$ cat src/rtl/vff_pkg.sv
package vff_pkg;

    localparam int CR_W = 4;

    typedef enum logic [1:0] {
        K_PLAIN = 2'd0,
        K_SAT   = 2'd1,
        K_EXIT  = 2'd2
    } op_kind_t;

    typedef struct packed {
        op_kind_t   kind;
        logic       sat_signed;
        logic       keep_fail;   // inclusive truncation
        logic       invert;
        logic       test_en;
        logic [1:0] test_sel;    // 0=lt 1=gt 2=eq 3=so
        logic       cr_en;
    } ctl_t;

    typedef struct packed {
        logic lt;
        logic gt;
        logic eq;
        logic so;
    } cond_t;

    function automatic logic pick_cond(cond_t c, logic [1:0] sel);
        logic r;
        case (sel)
            2'd0:    r = c.lt;
            2'd1:    r = c.gt;
            2'd2:    r = c.eq;
            default: r = c.so;
        endcase
        return r;
    endfunction

endpackage

$ cat src/rtl/vff_decode.sv
module vff_decode
    import vff_pkg::*;
(
    input  logic [4:0] mode,
    input  logic       rc,
    output ctl_t       ctl
);
    always_comb begin
        ctl = '0;
        if (mode[1]) begin
            ctl.kind      = K_EXIT;
            ctl.keep_fail = mode[0];
            ctl.invert    = mode[2];
            if (rc) begin
                ctl.test_en  = 1'b1;
                ctl.test_sel = {mode[3], mode[4]};
            end else begin
                ctl.test_en  = mode[4];
                ctl.test_sel = 2'd2;
            end
            ctl.cr_en = rc | mode[4];
        end else begin
            ctl.kind       = mode[0] ? K_SAT : K_PLAIN;
            ctl.sat_signed = mode[2];
            ctl.cr_en      = rc;
        end
    end
endmodule

$ cat src/rtl/vff_alu.sv
module vff_alu
    import vff_pkg::*;
#(
    parameter int DW = 8
) (
    input  logic [DW-1:0] a,
    input  logic [DW-1:0] b,
    input  op_kind_t      kind,
    input  logic          sat_signed,
    output logic [DW-1:0] y
);
    localparam logic [DW-1:0] UMAX = {DW{1'b1}};
    localparam logic [DW-1:0] SMAX = {1'b0, {(DW-1){1'b1}}};
    localparam logic [DW-1:0] SMIN = {1'b1, {(DW-1){1'b0}}};

    logic [DW:0] usum;
    logic [DW:0] ssum;

    always_comb begin
        usum = {1'b0, a} + {1'b0, b};
        ssum = {a[DW-1], a} + {b[DW-1], b};
        y    = usum[DW-1:0];
        if (kind == K_SAT) begin
            if (sat_signed) begin
                if (ssum[DW] != ssum[DW-1])
                    y = ssum[DW] ? SMIN : SMAX;
            end else if (usum[DW]) begin
                y = UMAX;
            end
        end
    end
endmodule

$ cat src/rtl/vff_cond.sv
module vff_cond
    import vff_pkg::*;
#(
    parameter int DW = 8
) (
    input  logic [DW-1:0] y,
    input  logic          so,
    input  ctl_t          ctl,
    output cond_t         cr,
    output logic          fail
);
    logic tbit;

    always_comb begin
        cr.eq = (y == '0);
        cr.lt = y[DW-1];
        cr.gt = ~cr.lt & ~cr.eq;
        cr.so = so;
        tbit  = pick_cond(cr, ctl.test_sel);
        fail  = (ctl.kind == K_EXIT) && ctl.test_en && (tbit == ctl.invert);
    end
endmodule

$ cat src/rtl/vff_seq.sv
module vff_seq
    import vff_pkg::*;
#(
    parameter int DW  = 8,
    parameter int VLW = 7
) (
    input  logic           clk,
    input  logic           rst,
    input  logic           start,
    input  logic [VLW-1:0] vl_in,
    input  logic [4:0]     mode,
    input  logic           rc,
    input  logic [DW-1:0]  op_a,
    input  logic [DW-1:0]  op_b,
    input  logic           so_in,
    output logic           busy,
    output logic [VLW-1:0] elem_idx,
    output logic [DW-1:0]  res_out,
    output logic           res_we,
    output logic [CR_W-1:0] cr_out,
    output logic           cr_we,
    output logic [VLW-1:0] vl_out,
    output logic           done
);
    typedef enum logic [1:0] {S_IDLE, S_RUN, S_END} st_t;

    st_t            st;
    logic [VLW-1:0] idx_q;
    logic [VLW-1:0] len_q;
    logic [VLW-1:0] vl_q;
    logic [4:0]     mode_q;
    logic           rc_q;

    ctl_t           ctl;
    cond_t          cr;
    logic           elem_fail;
    logic           keep_bit;
    logic           last_elem;

    vff_decode u_dec (
        .mode (mode_q),
        .rc   (rc_q),
        .ctl  (ctl)
    );

    vff_alu #(.DW(DW)) u_alu (
        .a          (op_a),
        .b          (op_b),
        .kind       (ctl.kind),
        .sat_signed (ctl.sat_signed),
        .y          (res_out)
    );

    vff_cond #(.DW(DW)) u_cond (
        .y    (res_out),
        .so   (so_in),
        .ctl  (ctl),
        .cr   (cr),
        .fail (elem_fail)
    );

    assign keep_bit  = ctl.keep_fail;
    assign last_elem = (idx_q == len_q - 1'b1);

    always_ff @(posedge clk) begin
        if (rst) begin
            st     <= S_IDLE;
            idx_q  <= '0;
            len_q  <= '0;
            vl_q   <= '0;
            mode_q <= '0;
            rc_q   <= 1'b0;
        end else begin
            case (st)
                S_IDLE: if (start) begin
                    idx_q  <= '0;
                    len_q  <= vl_in;
                    mode_q <= mode;
                    rc_q   <= rc;
                    if (vl_in == '0) begin
                        vl_q <= '0;
                        st   <= S_END;
                    end else begin
                        st   <= S_RUN;
                    end
                end
                S_RUN: begin
                    if (elem_fail) begin
                        vl_q <= keep_bit ? idx_q + 1'b1 : idx_q;
                        st   <= S_END;
                    end else if (last_elem) begin
                        vl_q <= len_q;
                        st   <= S_END;
                    end else begin
                        idx_q <= idx_q + 1'b1;
                    end
                end
                default: st <= S_IDLE;
            endcase
        end
    end

    always_comb begin
        busy     = (st == S_RUN);
        done     = (st == S_END);
        elem_idx = idx_q;
        vl_out   = vl_q;
        cr_out   = cr;
        res_we   = busy & ~(elem_fail & ~keep_bit);
        cr_we    = busy & ctl.cr_en;
    end
endmodule

$ cat config.mk
export PLATFORM = sky130hd
export DESIGN_NAME = vff_seq
export DESIGN_NICKNAME = d
export VERILOG_FILES = /design/src/rtl/vff_pkg.sv /design/src/rtl/vff_decode.sv /design/src/rtl/vff_alu.sv /design/src/rtl/vff_cond.sv /design/src/rtl/vff_seq.sv
export SDC_FILE = /design/constraint.sdc
export NUM_CORES = 1
export LEC_CHECK = 0
export BUFFER_PORTS_ARGS = -buffer_cell sky130_fd_sc_hd__buf_2
export CELL_PAD_IN_SITES_DETAIL_PLACEMENT = 1
export CELL_PAD_IN_SITES_GLOBAL_PLACEMENT = 1
export CORE_UTILIZATION = 39
export DETAILED_ROUTE_END_ITERATION = 6
export PLACE_DENSITY = 0.92
export SYNTH_ARGS = -nofsm -noshare
export SYNTH_HDL_FRONTEND = slang
export SYNTH_HIERARCHICAL = 1
export SYNTH_SLANG_ARGS = --single-unit
$ cat constraint.sdc
create_clock -name clk -period 6.15 [get_ports clk]
set_input_delay 0.9225 -clock clk [delete_from_list [all_inputs] [get_ports clk]]
set_output_delay 0.9225 -clock clk [all_outputs]
set_load 0.005 [all_outputs]
==> out/results.tsv <==
stage	metric	value	unit
routing	wire_per_inst	16.8	um
power_and_ir_drop	comb_power_share	32.3	%
place	place_area	0.00277	sq mm
final_layout	area_growth_syn_to_layout	16.4	%
clocking	worstSkewPairLatency	280	ps
timing	setup_viol	0	
clocking	clk_pin_slew	60	ps
power_and_ir_drop	seq_power_share	38.3	%
final_layout	layout.nets	413	
clocking	root_buffer	clkbuf_8	
global_route	grt_usage	23.8	%
setup_path	critPathMaxStageDelay	550	ps
routing	route.detailed.vias_per_inst	5.67	
logic_synthesis	ys_ff_latch	29	
timing	max_freq	173	MHz
global_route	grt_pass1_wl	12.0	mm
clocking	numCtsBuffers	5	
timing	min_period	5780	ps
setup_path	cp_max_fo	19	
hold_path	hp-class	flop to flop	
setup_path	crit_path_start_kind	primary input	
logic_synthesis	synth_edf_count	0	
power_and_ir_drop	p_sw	0.184	mW
power_and_ir_drop	p_sw_share	33.6	%
routing	drt_iter0_markers	145	
power_and_ir_drop	power.leakage	1.21	nW
timing	layout_setup_ws	367	ps
flow_run	drv_cap	0	
logic_synthesis	netlist_instances	319	
timing	hold_violations	0	
floorplan	coreArea	0.00599	sq mm
timing	rsz0062_at_grt	no	
clocking	cts_resized	0	
floorplan	io_pins	63	
timing	worst_pin_slew	781	ps
timing	setup_tns	0	ps
logic_synthesis	async_flop_share	0	%
routing	remaining_drc_errors	0	
floorplan	die_h	81.3	um
logic_synthesis	postSynthAreaPerCell	7.68	sq um
logic_synthesis	ys.flop_type	dfxtp_1	
clocking	clockBufferDepth	2	
floorplan	start_util	40.9	%
clocking	post_cts_buffers	0	
place	dp_hpwl	5.80	mm
global_route	grt_start_max_net_pins	29	
power_and_ir_drop	power.internal	0.364	mW
final_layout	final_area	0.00285	sq mm
setup_path	cp-end-kind	output port	
floorplan	rows	28	
logic_synthesis	syn_nets	363	
clocking	htreeDepth	2	
logic_synthesis	ys_types	62	
status	run_status	finished clean	
timing	drv_slew	0	
floorplan	die_width	81.3	um
timing	slew-limit-headroom	47.6	%
logic_synthesis	ys_warn_count	6	
timing	finalCritPeriodShare	94.0	%
power_and_ir_drop	ir_worst_vdd	0.102	mV
clocking	clkSinkCount	29	
setup_path	cp.required	5230	ps
power_and_ir_drop	powerDensity	192	mW/mm^2
routing	wl	7.46	mm
final_layout	final_cell_mix	62 x buf_2, 47 x nand2_1, 29 x a21oi_1, 29 x dfxtp_1, 14 x nor2_1	
setup_path	cp_slowest_cell	or4_4	
final_layout	layout_commonest_cell	buf_2	
global_route	antenna_found_initial	0	
place	gp_congestion	0.905	
setup_path	crit_chain	buf_2, ha_1, fa_1, a211oi_2, nor3_2, o31ai_4, a21oi_1, or3b_4, a21o_1, or4_4, o311a_1, a21oi_2, mux2i_1, buf_4, a21oi_1, buf_2	
timing	fin_skew	6.01	ps
setup_path	crit_arrival	4860	ps
floorplan	dieArea	0.00660	sq mm
final_layout	fillers	783	
setup_path	crit_type	primary input to output port	
clocking	cts_tree	done	
place	dpl_worst_slack	433	ps
clocking	ctsHoldBuffers	0	
logic_synthesis	syn_area	0.00245	sq mm
final_layout	antenna_cells	0	
routing	route.vias.total	2519	
place	io_buffer_count	62	
power_and_ir_drop	clock_power_share	29.3	%
routing	drtPass1Iterations	4	
final_layout	drive_above_1_share	27.1	%
global_route	grt_overflow	0	
global_route	first_global_vias	2468	
routing	ant_nets	0	
logic_synthesis	ys_seq_area_share	23.7	%
-- cell usage after synthesis, drive strengths merged, types with 2 or more instances --
| master | instances | share of area (%) |
|---|---|---|
| nand2b | 10 | 2.6 |
| clkbuf | 15 | 2.3 |
| nor3 | 6 | 1.6 |
| xor2 | 7 | 2.5 |
| o2bb2ai | 2 | 0.72 |
| a21oi | 31 | 6.6 |
| or4b | 3 | 1.2 |
| nand3b | 2 | 0.61 |
| or3 | 4 | 1.0 |
| mux2i | 6 | 2.5 |
| o21a | 4 | 1.2 |
| nand3 | 7 | 1.4 |
| or4 | 3 | 1.2 |
| o21ba | 2 | 0.82 |
| o21ai | 18 | 3.8 |
| or2 | 4 | 1.0 |
| dfxtp | 29 | 24 |
| nand4 | 2 | 0.51 |
| inv | 12 | 1.8 |
| ha | 10 | 5.1 |
| xnor2 | 12 | 4.3 |
| mux2 | 2 | 0.92 |
| nor2b | 9 | 2.3 |
| and3 | 7 | 1.8 |
| buf | 5 | 1.6 |
| o31ai | 3 | 1.5 |
| and2 | 3 | 0.87 |
| nor4 | 2 | 0.51 |
| nand2 | 47 | 7.2 |
| nor2 | 16 | 2.9 |
| o211ai | 7 | 2.1 |
| a211oi | 6 | 2.2 |
| a21o | 7 | 2.2 |
-- sequential cells by signal, summed over array words and instances, names as in the netlist --
register,cells
len_q,7
st,2
vl_out,7
rc_q,1
elem_idx,7
mode_q,5
-- metal layers --
layer	track usage (%)	vias to the layer above	routed length (um)
li1	-	1225	-
met1	30.2	1189	3290
met2	40.4	90	3530
met3	3.82	15	493
met4	8.75	0	138
met5	0	-	0
-- path summary, 6_finish.rpt --
check | startpoint | end | depth (start not counted) | slack (ps)
hold / removal | vl_out[0] | vl_out[0] | 2 | 470
setup reg to reg | mode_q[1] | elem_idx[6] | 13 | 1850
setup / recovery | op_a[0] | res_we | 16 | 370
hold reg to reg | vl_out[0] | vl_out[0] | 2 | 470
-- stage by stage --
step | power, mW | hold slack [ps] | instances | utilization, %
detailed placement | 0.390 | 461 | 437 | 46.2
global route | 0.579 | 493 | 444 | 47.6
finish | 0.549 | 466 | 444 | 47.6
CTS | 0.553 | 470 | 444 | 47.6
global placement | 0.381 | 445 | 437 | 46.2
floorplan | 0.333 | 436 | 319 | -
-- cell families (layout without fill, tap and decap cells) --
family          count (synthesis)  count (layout)  share of synthesized area, %
compound gates                 92              92                          26.0
xor+xnor                       20              20                          7.71
fa+ha+maj                      11              11                          5.92
buf+inv                        32              82                          5.72
flops                          29              29                          23.7
mux                             8               8                          3.37
simple gates                  127             127                          27.6
-- final cells by class --
type / count / area (sq um) / share of cell area, %
Multi-Input combinational cell: 258 / 1730 / 60.6
Clock buffer: 7 / 86.3 / 3.03
Tap cell: 75 / 93.8 / 3.29
Inverter: 12 / 45.0 / 1.58
Timing Repair Buffer: 63 / 318 / 11.1
Sequential cell: 29 / 581 / 20.4
-- critical path, delay by kind of cell --
family / cells / cell delay [ps]
AOI/OAI and AO/OA: 7 / 1480
muxes: 1 / 200
adders and majority gates: 2 / 690
buffers and inverters: 3 / 480
and+or+nand+nor: 3 / 1100
-- power by group through the flow --
stage                     logic, mW  clock network, mW  registers, mW
final                         0.177              0.161          0.210
after CTS                     0.177              0.166          0.210
after floorplan               0.125                  0          0.208
after global placement        0.168                  0          0.213
after global routing          0.195              0.172          0.212
after detailed placement      0.176                  0          0.214
Power figures use the tool's default switching activity.
